File: config.mk
export PLATFORM = sky130hd
export DESIGN_NAME = ptw_walker
export DESIGN_NICKNAME = d
export VERILOG_FILES = /design/src/rtl/ptw_pkg.sv /design/src/rtl/ptw_addr_gen.sv /design/src/rtl/ptw_entry_check.sv /design/src/rtl/ptw_walker.sv
export SDC_FILE = /design/constraint.sdc
export NUM_CORES = 1
export LEC_CHECK = 0
export ABC_AREA = 1
export BUFFER_PORTS_ARGS = -buffer_cell sky130_fd_sc_hd__buf_4
export CAP_MARGIN = 20
export CORE_ASPECT_RATIO = 0.6
export CORE_MARGIN = 2
export CORE_UTILIZATION = 50
export CTS_CLUSTER_DIAMETER = 150
export CTS_CLUSTER_SIZE = 40
export DETAILED_ROUTE_END_ITERATION = 8
export PLACE_DENSITY = 0.91
export REMOVE_ABC_BUFFERS = 1
export SLEW_MARGIN = 20
export SYNTH_ARGS = -nofsm -noshare
export SYNTH_HDL_FRONTEND = slang
export SYNTH_SLANG_ARGS = --single-unit
File: constraint.sdc
create_clock -name clk -period 1.7 [get_ports clk]
set_input_delay 0.085 -clock clk [delete_from_list [all_inputs] [get_ports clk]]
set_output_delay 0.085 -clock clk [all_outputs]
set_load 0.02 [all_outputs]
File: src/rtl/ptw_pkg.sv
package ptw_pkg;
  typedef enum logic [2:0] {
    S_IDLE, S_DIR_REQ, S_DIR_WAIT, S_TBL_REQ, S_TBL_WAIT
  } walk_state_t;

  typedef enum logic [1:0] {
    C_NONE   = 2'd0,
    C_DIR_NP = 2'd1,
    C_TBL_NP = 2'd2,
    C_WPROT  = 2'd3
  } fault_cause_t;
endpackage

File: src/rtl/ptw_addr_gen.sv
// Entry addresses and final physical addresses from latched walk state.
module ptw_addr_gen #(
  parameter int DIR_BITS = 10,
  parameter int TBL_BITS = 10,
  parameter int OFF_BITS = 12
) (
  input  logic [DIR_BITS+TBL_BITS-1:0]          root_frame_i,
  input  logic [DIR_BITS+TBL_BITS-1:0]          pde_frame_i,
  input  logic [DIR_BITS+TBL_BITS-1:0]          leaf_frame_i,
  input  logic [DIR_BITS+TBL_BITS+OFF_BITS-1:0] lin_i,
  output logic [DIR_BITS+TBL_BITS+OFF_BITS-1:0] dir_addr_o,
  output logic [DIR_BITS+TBL_BITS+OFF_BITS-1:0] tbl_addr_o,
  output logic [DIR_BITS+TBL_BITS+OFF_BITS-1:0] page_pa_o,
  output logic [DIR_BITS+TBL_BITS+OFF_BITS-1:0] big_pa_o
);
  localparam int AW        = DIR_BITS + TBL_BITS + OFF_BITS;
  localparam int ENT_SHIFT = 2;
  localparam int LOW_BITS  = TBL_BITS + OFF_BITS;

  logic [DIR_BITS-1:0] dir_idx;
  logic [TBL_BITS-1:0] tbl_idx;

  assign dir_idx = lin_i[AW-1 -: DIR_BITS];
  assign tbl_idx = lin_i[LOW_BITS-1 -: TBL_BITS];

  assign dir_addr_o = {root_frame_i, {OFF_BITS{1'b0}}} + (AW'(dir_idx) << ENT_SHIFT);
  assign tbl_addr_o = {pde_frame_i,  {OFF_BITS{1'b0}}} + (AW'(tbl_idx) << ENT_SHIFT);
  assign page_pa_o  = {leaf_frame_i, lin_i[OFF_BITS-1:0]};
  assign big_pa_o   = {leaf_frame_i[DIR_BITS+TBL_BITS-1 -: DIR_BITS], lin_i[LOW_BITS-1:0]};
endmodule

File: src/rtl/ptw_entry_check.sv
// Decodes the attribute field of one entry against the access type.
module ptw_entry_check #(
  parameter int OFF_BITS = 12,
  parameter int P_BIT    = 0,
  parameter int RW_BIT   = 1,
  parameter int PS_BIT   = 7
) (
  input  logic [OFF_BITS-1:0] attr_i,
  input  logic                upper_rw_i,
  input  logic                is_write_i,
  output logic                present_o,
  output logic                large_o,
  output logic                wp_fault_o
);
  logic unused_attr;
  assign unused_attr = ^attr_i;

  assign present_o  = attr_i[P_BIT];
  assign large_o    = attr_i[PS_BIT];
  assign wp_fault_o = is_write_i & ~(upper_rw_i & attr_i[RW_BIT]);
endmodule

File: src/rtl/ptw_walker.sv
module ptw_walker #(
  parameter int DIR_BITS = 10,
  parameter int TBL_BITS = 10,
  parameter int OFF_BITS = 12,
  parameter int P_BIT    = 0,
  parameter int RW_BIT   = 1,
  parameter int PS_BIT   = 7
) (
  input  logic                                  clk,
  input  logic                                  rst,
  input  logic [DIR_BITS+TBL_BITS-1:0]          base_frame_i,
  input  logic                                  req_valid_i,
  output logic                                  req_ready_o,
  input  logic [DIR_BITS+TBL_BITS+OFF_BITS-1:0] req_addr_i,
  input  logic                                  req_write_i,
  output logic                                  mem_req_valid_o,
  input  logic                                  mem_req_ready_i,
  output logic [DIR_BITS+TBL_BITS+OFF_BITS-1:0] mem_req_addr_o,
  input  logic                                  mem_rsp_valid_i,
  input  logic [DIR_BITS+TBL_BITS+OFF_BITS-1:0] mem_rsp_data_i,
  output logic                                  res_valid_o,
  output logic                                  res_fault_o,
  output logic [1:0]                            res_cause_o,
  output logic [DIR_BITS+TBL_BITS+OFF_BITS-1:0] res_paddr_o
);
  import ptw_pkg::*;

  localparam int AW = DIR_BITS + TBL_BITS + OFF_BITS;
  localparam int FW = DIR_BITS + TBL_BITS;

  walk_state_t  state_q;
  logic [AW-1:0] lin_q;
  logic          wr_q;
  logic [FW-1:0] root_q;
  logic [FW-1:0] pde_frame_q;
  logic          pde_rw_q;

  logic          res_valid_q, res_fault_q;
  fault_cause_t  res_cause_q;
  logic [AW-1:0] res_pa_q;

  logic [AW-1:0] dir_addr, tbl_addr, page_pa, big_pa;
  logic d_present, d_large, d_wp;
  logic t_present, t_large, t_wp;
  logic unused_t_large;

  logic          fin;
  fault_cause_t  fin_cause;
  logic [AW-1:0] fin_pa;

  ptw_addr_gen #(.DIR_BITS(DIR_BITS), .TBL_BITS(TBL_BITS), .OFF_BITS(OFF_BITS)) u_addr (
    .root_frame_i (root_q),
    .pde_frame_i  (pde_frame_q),
    .leaf_frame_i (mem_rsp_data_i[AW-1:OFF_BITS]),
    .lin_i        (lin_q),
    .dir_addr_o   (dir_addr),
    .tbl_addr_o   (tbl_addr),
    .page_pa_o    (page_pa),
    .big_pa_o     (big_pa)
  );

  // Directory level: nothing above it, so the upper permission is open.
  ptw_entry_check #(.OFF_BITS(OFF_BITS), .P_BIT(P_BIT), .RW_BIT(RW_BIT), .PS_BIT(PS_BIT)) u_dir_chk (
    .attr_i     (mem_rsp_data_i[OFF_BITS-1:0]),
    .upper_rw_i (1'b1),
    .is_write_i (wr_q),
    .present_o  (d_present),
    .large_o    (d_large),
    .wp_fault_o (d_wp)
  );

  // Table level: permission is ANDed with the latched directory flag.
  ptw_entry_check #(.OFF_BITS(OFF_BITS), .P_BIT(P_BIT), .RW_BIT(RW_BIT), .PS_BIT(PS_BIT)) u_tbl_chk (
    .attr_i     (mem_rsp_data_i[OFF_BITS-1:0]),
    .upper_rw_i (pde_rw_q),
    .is_write_i (wr_q),
    .present_o  (t_present),
    .large_o    (t_large),
    .wp_fault_o (t_wp)
  );
  assign unused_t_large = t_large;

  always_comb begin
    fin       = 1'b0;
    fin_cause = C_NONE;
    fin_pa    = '0;
    if (state_q == S_DIR_WAIT && mem_rsp_valid_i) begin
      if (!d_present) begin
        fin       = 1'b1;
        fin_cause = C_DIR_NP;
      end else if (d_large) begin
        fin = 1'b1;
        if (d_wp) fin_cause = C_WPROT;
        else      fin_pa    = big_pa;
      end
    end
    if (state_q == S_TBL_WAIT && mem_rsp_valid_i) begin
      fin = 1'b1;
      if (!t_present)  fin_cause = C_TBL_NP;
      else if (t_wp)   fin_cause = C_WPROT;
      else             fin_pa    = page_pa;
    end
  end

  always_ff @(posedge clk) begin
    if (rst) begin
      state_q     <= S_IDLE;
      lin_q       <= '0;
      wr_q        <= 1'b0;
      root_q      <= '0;
      pde_frame_q <= '0;
      pde_rw_q    <= 1'b0;
      res_valid_q <= 1'b0;
      res_fault_q <= 1'b0;
      res_cause_q <= C_NONE;
      res_pa_q    <= '0;
    end else begin
      res_valid_q <= 1'b0;
      case (state_q)
        S_IDLE: if (req_valid_i) begin
          lin_q   <= req_addr_i;
          wr_q    <= req_write_i;
          root_q  <= base_frame_i;
          state_q <= S_DIR_REQ;
        end
        S_DIR_REQ: if (mem_req_ready_i) state_q <= S_DIR_WAIT;
        S_DIR_WAIT: if (mem_rsp_valid_i) begin
          pde_frame_q <= mem_rsp_data_i[AW-1:OFF_BITS];
          pde_rw_q    <= mem_rsp_data_i[RW_BIT];
          if (!fin) state_q <= S_TBL_REQ;
        end
        S_TBL_REQ: if (mem_req_ready_i) state_q <= S_TBL_WAIT;
        S_TBL_WAIT: ;
        default: state_q <= S_IDLE;
      endcase
      if (fin) begin
        state_q     <= S_IDLE;
        res_valid_q <= 1'b1;
        res_fault_q <= (fin_cause != C_NONE);
        res_cause_q <= fin_cause;
        res_pa_q    <= fin_pa;
      end
    end
  end

  assign req_ready_o     = (state_q == S_IDLE);
  assign mem_req_valid_o = (state_q == S_DIR_REQ) || (state_q == S_TBL_REQ);
  assign mem_req_addr_o  = (state_q == S_TBL_REQ) ? tbl_addr : dir_addr;
  assign res_valid_o     = res_valid_q;
  assign res_fault_o     = res_fault_q;
  assign res_cause_o     = res_cause_q;
  assign res_paddr_o     = res_pa_q;

  a_r1_busy_after_accept: assert property (@(posedge clk) disable iff (rst)
    req_valid_i && req_ready_o |=> !req_ready_o);
  a_r1_no_mem_when_idle: assert property (@(posedge clk) disable iff (rst)
    mem_req_valid_o |-> !req_ready_o);
  a_r9_req_hold: assert property (@(posedge clk) disable iff (rst)
    mem_req_valid_o && !mem_req_ready_i |=> mem_req_valid_o && $stable(mem_req_addr_o));
  a_r6_dir_absent_ends: assert property (@(posedge clk) disable iff (rst)
    state_q == S_DIR_WAIT && mem_rsp_valid_i && !mem_rsp_data_i[P_BIT] |=> res_valid_o && state_q == S_IDLE);
  a_r8_single_pulse: assert property (@(posedge clk) disable iff (rst)
    res_valid_o |=> !res_valid_o);
  a_r8_fault_no_pa: assert property (@(posedge clk) disable iff (rst)
    res_valid_o && res_fault_o |-> res_paddr_o == '0 && res_cause_o != 2'd0);
  a_r8_ok_no_cause: assert property (@(posedge clk) disable iff (rst)
    res_valid_o && !res_fault_o |-> res_cause_o == 2'd0);
  a_r7_read_never_wp: assert property (@(posedge clk) disable iff (rst)
    res_valid_o && res_cause_o == 2'd3 |-> wr_q);
endmodule

==> results of run 1 <==
## critical path, stage by stage (launching register included)
cell	delay [ps]
dfxtp_4	380
inv_4	60
nor2_4	110
nand2_4	110
clkbuf_16	190
o21ai_1	170
buf_4	170
## cell type report
cell class,instances,area (um^2),share of cell area
Sequential cell,113,2270,0.315
Timing Repair Buffer,237,2030,0.282
Multi-Input combinational cell,415,1990,0.277
Clock buffer,17,425,0.0591
Inverter,56,213,0.0296
Tap cell,116,145,0.0202
Clock inverter,15,123,0.0170
## cells by family (layout without fill, tap and decap cells)
group,Yosys count,count (layout),share of synthesized area
and+or+nand+nor,245,246,0.226
AOI/OAI and AO/OA,167,167,0.190
DFF,113,113,0.489
buffers and inverters,100,325,0.0944
other,1,2,0.000810
## synth_stat cells, drive strengths merged
cell type,number
o21ai,90
nand3b,1
nand3,54
nand4,5
buf,22
clkbuf,22
nor2,15
inv,55
nor3,1
clkinv,1
dfxtp,113
a21oi,77
nand2,169
conb,1
## registers in the layout, summed over array words and instances (netlist names)
signal,flops
lin_q,32
root_q,20
state_q,3
res_cause_o,2
pde_rw_q,1
res_valid_o,1
pde_frame_q,20
res_paddr_o,32
wr_q,1
res_fault_o,1
## report_power, final
group	internal [mW]	total (mW)	switching (mW)
Clock	1.90	3.27	1.37
Sequential	3.05	3.24	0.185
Combinational	1.08	2.81	1.73
Total	6.03	9.32	3.28
## path summary, 6_finish.rpt
kind	startpoint	to	cells after the start
setup / recovery	state_q[0]$_SDFFE_PP0P_	mem_req_addr_o[22]	6
hold reg to reg	lin_q[0]$_SDFFE_PP0P_	lin_q[0]$_SDFFE_PP0P_	2
hold / removal	base_frame_i[9]	root_q[9]$_SDFFE_PP0P_	3
setup reg to reg	state_q[2]$_SDFFE_PP0P_	res_paddr_o[17]$_SDFFE_PP0P_	8
## metal layers
metal,share of wire,track usage,vias up
li1,-,-,2470
met1,0.39,0.366,2464
met2,0.47,0.526,363
met3,0.11,0.103,58
met4,0.028,0.146,0
met5,0,0,-
## cell usage in the layout, fill, tap and decap left out, types with 8 or more instances in the layout
cell type	count
a21oi_1	77
buf_4	161
clkbuf_16	18
dfxtp_1	111
dlygate4sd3_1	69
inv_1	52
inv_6	9
nand2_1	163
nand3_1	53
nor2_1	8
o21ai_0	52
o21ai_1	22
o21ai_2	15
## stage by stage
step / std cells / hold WS (ps)
after global routing: 969 / 25.7
after CTS: 967 / 3.22
after detailed placement: 865 / 316
final: 969 / -9.05
after global placement: 865 / 317
after floorplan: 583 / 154
## timing repair
action                                 4_1_cts  5_1_grt
endpoints found under the hold margin       81        0
setup buffers                                0        0
setup endpoints to repair                   46       63
gates resized for setup                     23       26
pin swaps                                    1        0
hold buffers                                69        0
cloned                                       1        2
==> impl_metrics.py, run 1 <==
metrics = {
    "outcome": {
        "status": "finished, violations left",
        "failed_checks": "hold timing",
    },
    "cts": {
        "clk_pin_slew_ps": 50,
        "root_buffer": "clkbuf_16",
        "cts_tree": "yes",
        "h-tree-depth": 4,
        "cts.sinks": 113,
        "clkLatencyLatePin_ps": 410,
        "clockBufferDepth": 2,
        "numCtsBuffers": 17,
    },
    "placement": {
        "pre_cts_ws_ps": -102,
        "place_area_um2": 5830,
        "dp_hpwl_um": 9580,
        "place_congestion": 0.856,
        "port_buffers": 148,
    },
    "floorplan": {
        "coreArea_um2": 9090,
        "ioPinCount": 160,
        "dieHeight_um": 78.5,
        "rows": 27,
        "die_area_um2": 10100,
        "fp.dieW_um": 128,
        "initial_core_util": 0.509,
    },
    "synth": {
        "synth-seq-cells": 113,
        "ys_warn_count": 0,
        "netlist_area_um2": 4630,
        "syn_inst": 626,
        "synth.largest_area_cell": "dfxtp_1",
        "ys_types": 22,
        "synthTopCellsByArea": "dfxtp_1 (49%), nand2_1 (13%), o21ai_0 (8.5%)",
        "synth-seq-area-share": 0.489,
        "yosys.area.top_type_share": 0.489,
        "syn_area_per_cell_um2": 7.39,
    },
    "grt": {
        "grt_pass1_wl_um": 24600,
        "track_usage": 0.314,
        "grt_antenna_before_repair": 0,
        "grt_max_degree": 56,
        "grt_pass1_vias": 5126,
        "grt-ovfl-total": 0,
    },
    "detailed_routing": {
        "drtIter0Drc": 553,
        "vias": 5355,
        "routed_wirelength_um": 16300,
        "ant_nets": 0,
        "drc": 0,
        "avgViaCountPerCell": 5.53,
        "first_pass_iters": 5,
        "avgRoutedWirePerCell_um": 16.8,
    },
    "timing": {
        "tns_ps": 0,
        "worst_pin_slew_ps": 548,
        "setup_viol": 0,
        "fin_crit_ps": 1680,
        "maxSlewHeadroom": 0.634,
        "rsz0062_at_grt": "yes",
        "finClkSkew_ps": 11.8,
        "whs_ps": -9.05,
        "worst_slack_ps": 24.9,
        "finalCritPeriodShare": 0.985,
        "fmax_mhz": 597,
        "hold_viol_final": 1,
        "finalMaxSlewViolations": 0,
    },
    "pwr": {
        "ir_drop_uv": 948,
        "powerDensity_nw_per_um2": 1290,
        "power_mw": 9.32,
        "leakagePower_nw": 3.23,
    },
    "run": {
        "cap_violations": 0,
    },
    "worst_setup_path": {
        "end_kind": "output port",
        "worstPathMaxFanout": 11,
        "critical_path_class": "reg -> out",
        "r2r_setup_slack_ps": 110,
        "arrival_ps": 1590,
        "cp.required_ps": 1620,
        "start_kind": "flop",
    },
    "finish": {
        "fin_area_um2": 7190,
        "area_delta_synth_final_pct": 55.5,
        "final_util": 0.792,
        "fillerInstances": 579,
        "antenna_cells": 0,
        "finalNetCount": 930,
        "drive_gt1_frac": 0.277,
    },
    "worst_hold_path": {
        "hp-class": "in -> reg",
    },
}
(Power assumes the default switching activity.)
==> inputs of run 2 (changes only) <==
--- a/config.mk
+++ b/config.mk
@@ -8,15 +8,16 @@
 export ABC_AREA = 1
 export BUFFER_PORTS_ARGS = -buffer_cell sky130_fd_sc_hd__buf_4
 export CAP_MARGIN = 20
+export CELL_PAD_IN_SITES_DETAIL_PLACEMENT = 0
+export CELL_PAD_IN_SITES_GLOBAL_PLACEMENT = 1
 export CORE_ASPECT_RATIO = 0.6
 export CORE_MARGIN = 2
-export CORE_UTILIZATION = 50
+export CORE_UTILIZATION = 35
 export CTS_CLUSTER_DIAMETER = 150
 export CTS_CLUSTER_SIZE = 40
 export DETAILED_ROUTE_END_ITERATION = 8
 export PLACE_DENSITY = 0.91
 export REMOVE_ABC_BUFFERS = 1
-export SLEW_MARGIN = 20
 export SYNTH_ARGS = -nofsm -noshare
 export SYNTH_HDL_FRONTEND = slang
 export SYNTH_SLANG_ARGS = --single-unit
==> run 2 against run 1 <==
Against the previous run: largest cell class unchanged; die area rose by 41%; wire length fell by 3.3%; the run now ends clean; via count fell by 8.1%; critical path type unchanged; highest routed layer unchanged; sequential power barely moved; clock skew barely moved; total power rose by 5.3%; worst setup slack got worse by 12 ps; critical path depth fell by 1; maximum frequency fell by 0.71%; clock-buffer cell count rose by 5; largest power group unchanged.
==> impl_metrics.py, run 2 (synthesized netlist as in run 1, its figures left out) <==
metrics = {
    "outcome": {
        "status": "complete, no violations",
    },
    "worst_setup_path": {
        "cp.required_ps": 1620,
        "end_kind": "output port",
        "r2r_end": "res_paddr_o[0]$_SDFFE_PP0P_",
        "r2r_start": "state_q[0]$_SDFFE_PP0P_",
        "critical_path.max_stage_delay_ps": 370,
        "r2r_setup_slack_ps": 160,
        "start_kind": "flop",
        "crit_chain": "nor2_4 -> nand2_4 -> buf_16 -> o21ai_2 -> buf_4",
        "arrival_ps": 1600,
        "cp_slowest_cell": "dfxtp_4",
        "reg2reg_depth": 8,
        "critical_path_class": "reg -> out",
        "worstPathMaxFanout": 30,
    },
    "cts": {
        "numCtsBuffers": 17,
        "clockBufferDepth": 2,
        "clk_pin_slew_ps": 60,
        "clkLatencyLatePin_ps": 410,
        "h-tree-depth": 4,
        "cts.sinks": 113,
        "cts_tree": "yes",
        "root_buffer": "clkbuf_16",
    },
    "finish": {
        "finalNetCount": 936,
        "drive_gt1_frac": 0.289,
        "antenna_cells": 0,
        "mostFrequentLayoutCells": "nand2_1 (162), buf_4 (153), dfxtp_1 (110), a21oi_1 (77), dlygate4sd3_1 (75)",
        "area_delta_synth_final_pct": 62.0,
        "final_common_cell": "nand2_1",
        "final_util": 0.581,
        "fillerInstances": 1178,
    },
    "grt": {
        "met3_usage": 0.0482,
        "met1_usage": 0.316,
        "grt_pass1_wl_um": 25000,
        "gr-max-usage-layer": "met2",
        "track_usage": 0.223,
        "grt_pass1_vias": 4752,
        "grt_antenna_before_repair": 0,
        "grt_max_degree": 59,
        "grt_use_met2": 0.348,
        "grt-ovfl-total": 0,
    },
    "detailed_routing": {
        "vias": 4923,
        "routed_wirelength_um": 15800,
        "avgRoutedWirePerCell_um": 15.3,
        "ant_nets": 0,
        "drtIter0Drc": 284,
        "first_pass_iters": 4,
        "avgViaCountPerCell": 4.78,
        "drc": 0,
    },
    "pwr": {
        "power_mw": 9.81,
        "ir_drop_uv": 932,
        "leakagePower_nw": 3.33,
        "powerDensity_nw_per_um2": 1310,
    },
    "worst_hold_path": {
        "min-delay-start": "req_valid_i",
        "hp-class": "in -> reg",
        "holdPathStages": 3,
        "whs_endpoint": "lin_q[30]$_SDFFE_PP0P_",
    },
    "run": {
        "cap_violations": 0,
    },
    "timing": {
        "hold_viol_final": 0,
        "fin_crit_ps": 1690,
        "finClkSkew_ps": 11.8,
        "rsz0062_at_grt": "yes",
        "finalMaxSlewViolations": 0,
        "finalCritPeriodShare": 0.992,
        "setup_viol": 0,
        "fmax_mhz": 593,
    },
    "placement": {
        "dp_hpwl_um": 9620,
        "port_buffers": 148,
        "place_congestion": 0.804,
    },
    "floorplan": {
        "rows": 32,
        "fp.dieW_um": 152,
        "ioPinCount": 160,
        "coreArea_um2": 12900,
        "initial_core_util": 0.359,
        "die_area_um2": 14200,
        "dieHeight_um": 93.1,
    },
}
[run 2: cell types whose count changed in the layout (fill, tap and decap cells not counted), moves of 3 or more]
cell,change
dlygate4sd3_1,+6
bufinv_16,+3
o21ai_1,-7
buf_4,-8
o21ai_0,-3
o21ai_2,+9
clkbuf_8,+5
buf_6,+8
inv_6,-9
clkinv_2,+4
[run 2: layout make-up]
cell class / instances / area, um^2 / share of cell area
clock inverter: 10 / 130 / 0.0174
sequential: 113 / 2270 / 0.303
inverter: 56 / 213 / 0.0284
tap: 170 / 213 / 0.0284
timing repair buffer: 244 / 2150 / 0.286
multi-input combinational: 414 / 2030 / 0.271
clock buffer: 22 / 494 / 0.0659
[run 2: how the worst max path moves through the flow]
stage	start	to	slack, ps	cells past startpoint
3_3_place_gp	state_q[2]$_SDFFE_PP0P_	res_paddr_o[12]$_SDFFE_PP0P_	160	8
3_5_place_dp	state_q[2]$_SDFFE_PP0P_	res_paddr_o[12]$_SDFFE_PP0P_	110	8
4_1_cts	state_q[2]$_SDFFE_PP0P_	mem_req_addr_o[8]	10	7
2_1_floorplan	state_q[0]$_SDFFE_PP0P_	lin_q[0]$_SDFFE_PP0P_	-1330	6
5_1_grt	state_q[0]$_SDFFE_PP0P_	mem_req_addr_o[6]	-50	6
6_report	state_q[2]$_SDFFE_PP0P_	mem_req_addr_o[6]	10	5
[run 2: what timing repair did]
item,in CTS,in global routing
gates resized for setup,37,31
hold buffers,75,0
pin swaps,0,1
setup buffers,0,0
setup endpoints to repair,30,27
hold endpoints to repair,85,0
gates cloned,2,0
[run 2: where the power goes]
part | internal [mW] | switching, mW
Sequential | 3.05 | 0.167
Clock | 2.49 | 1.23
Combinational | 1.14 | 1.74
Total | 6.68 | 3.14
[run 2: worst max-delay path, delay by kind of cell (launching register included)]
family	cells	cell delay (ps)
buf+inv	2	370
compound gates	1	170
simple gates	2	270
flops	1	370
[run 2: routing by layer]
metal	wire length [um]	vias up	share of wire
met5	0	-	0
met1	7770	2275	0.49
met2	6920	162	0.44
met3	987	11	0.063
li1	-	2475	-
met4	99	0	0.0063
[run 2: per-stage QoR]
stage               hold WS (ps)  setup slack, ps  TNS [ps]  area [um^2]  instances
floorplan                    154            -1330    -92000         4400        583
global route                83.7            -48.8      -502         7500       1029
detailed placement           313              112         0         5930        920
CTS                         42.7             11.8         0         7410       1029
global placement             313              158         0         5930        920
finish                      73.5             12.9         0         7500       1029
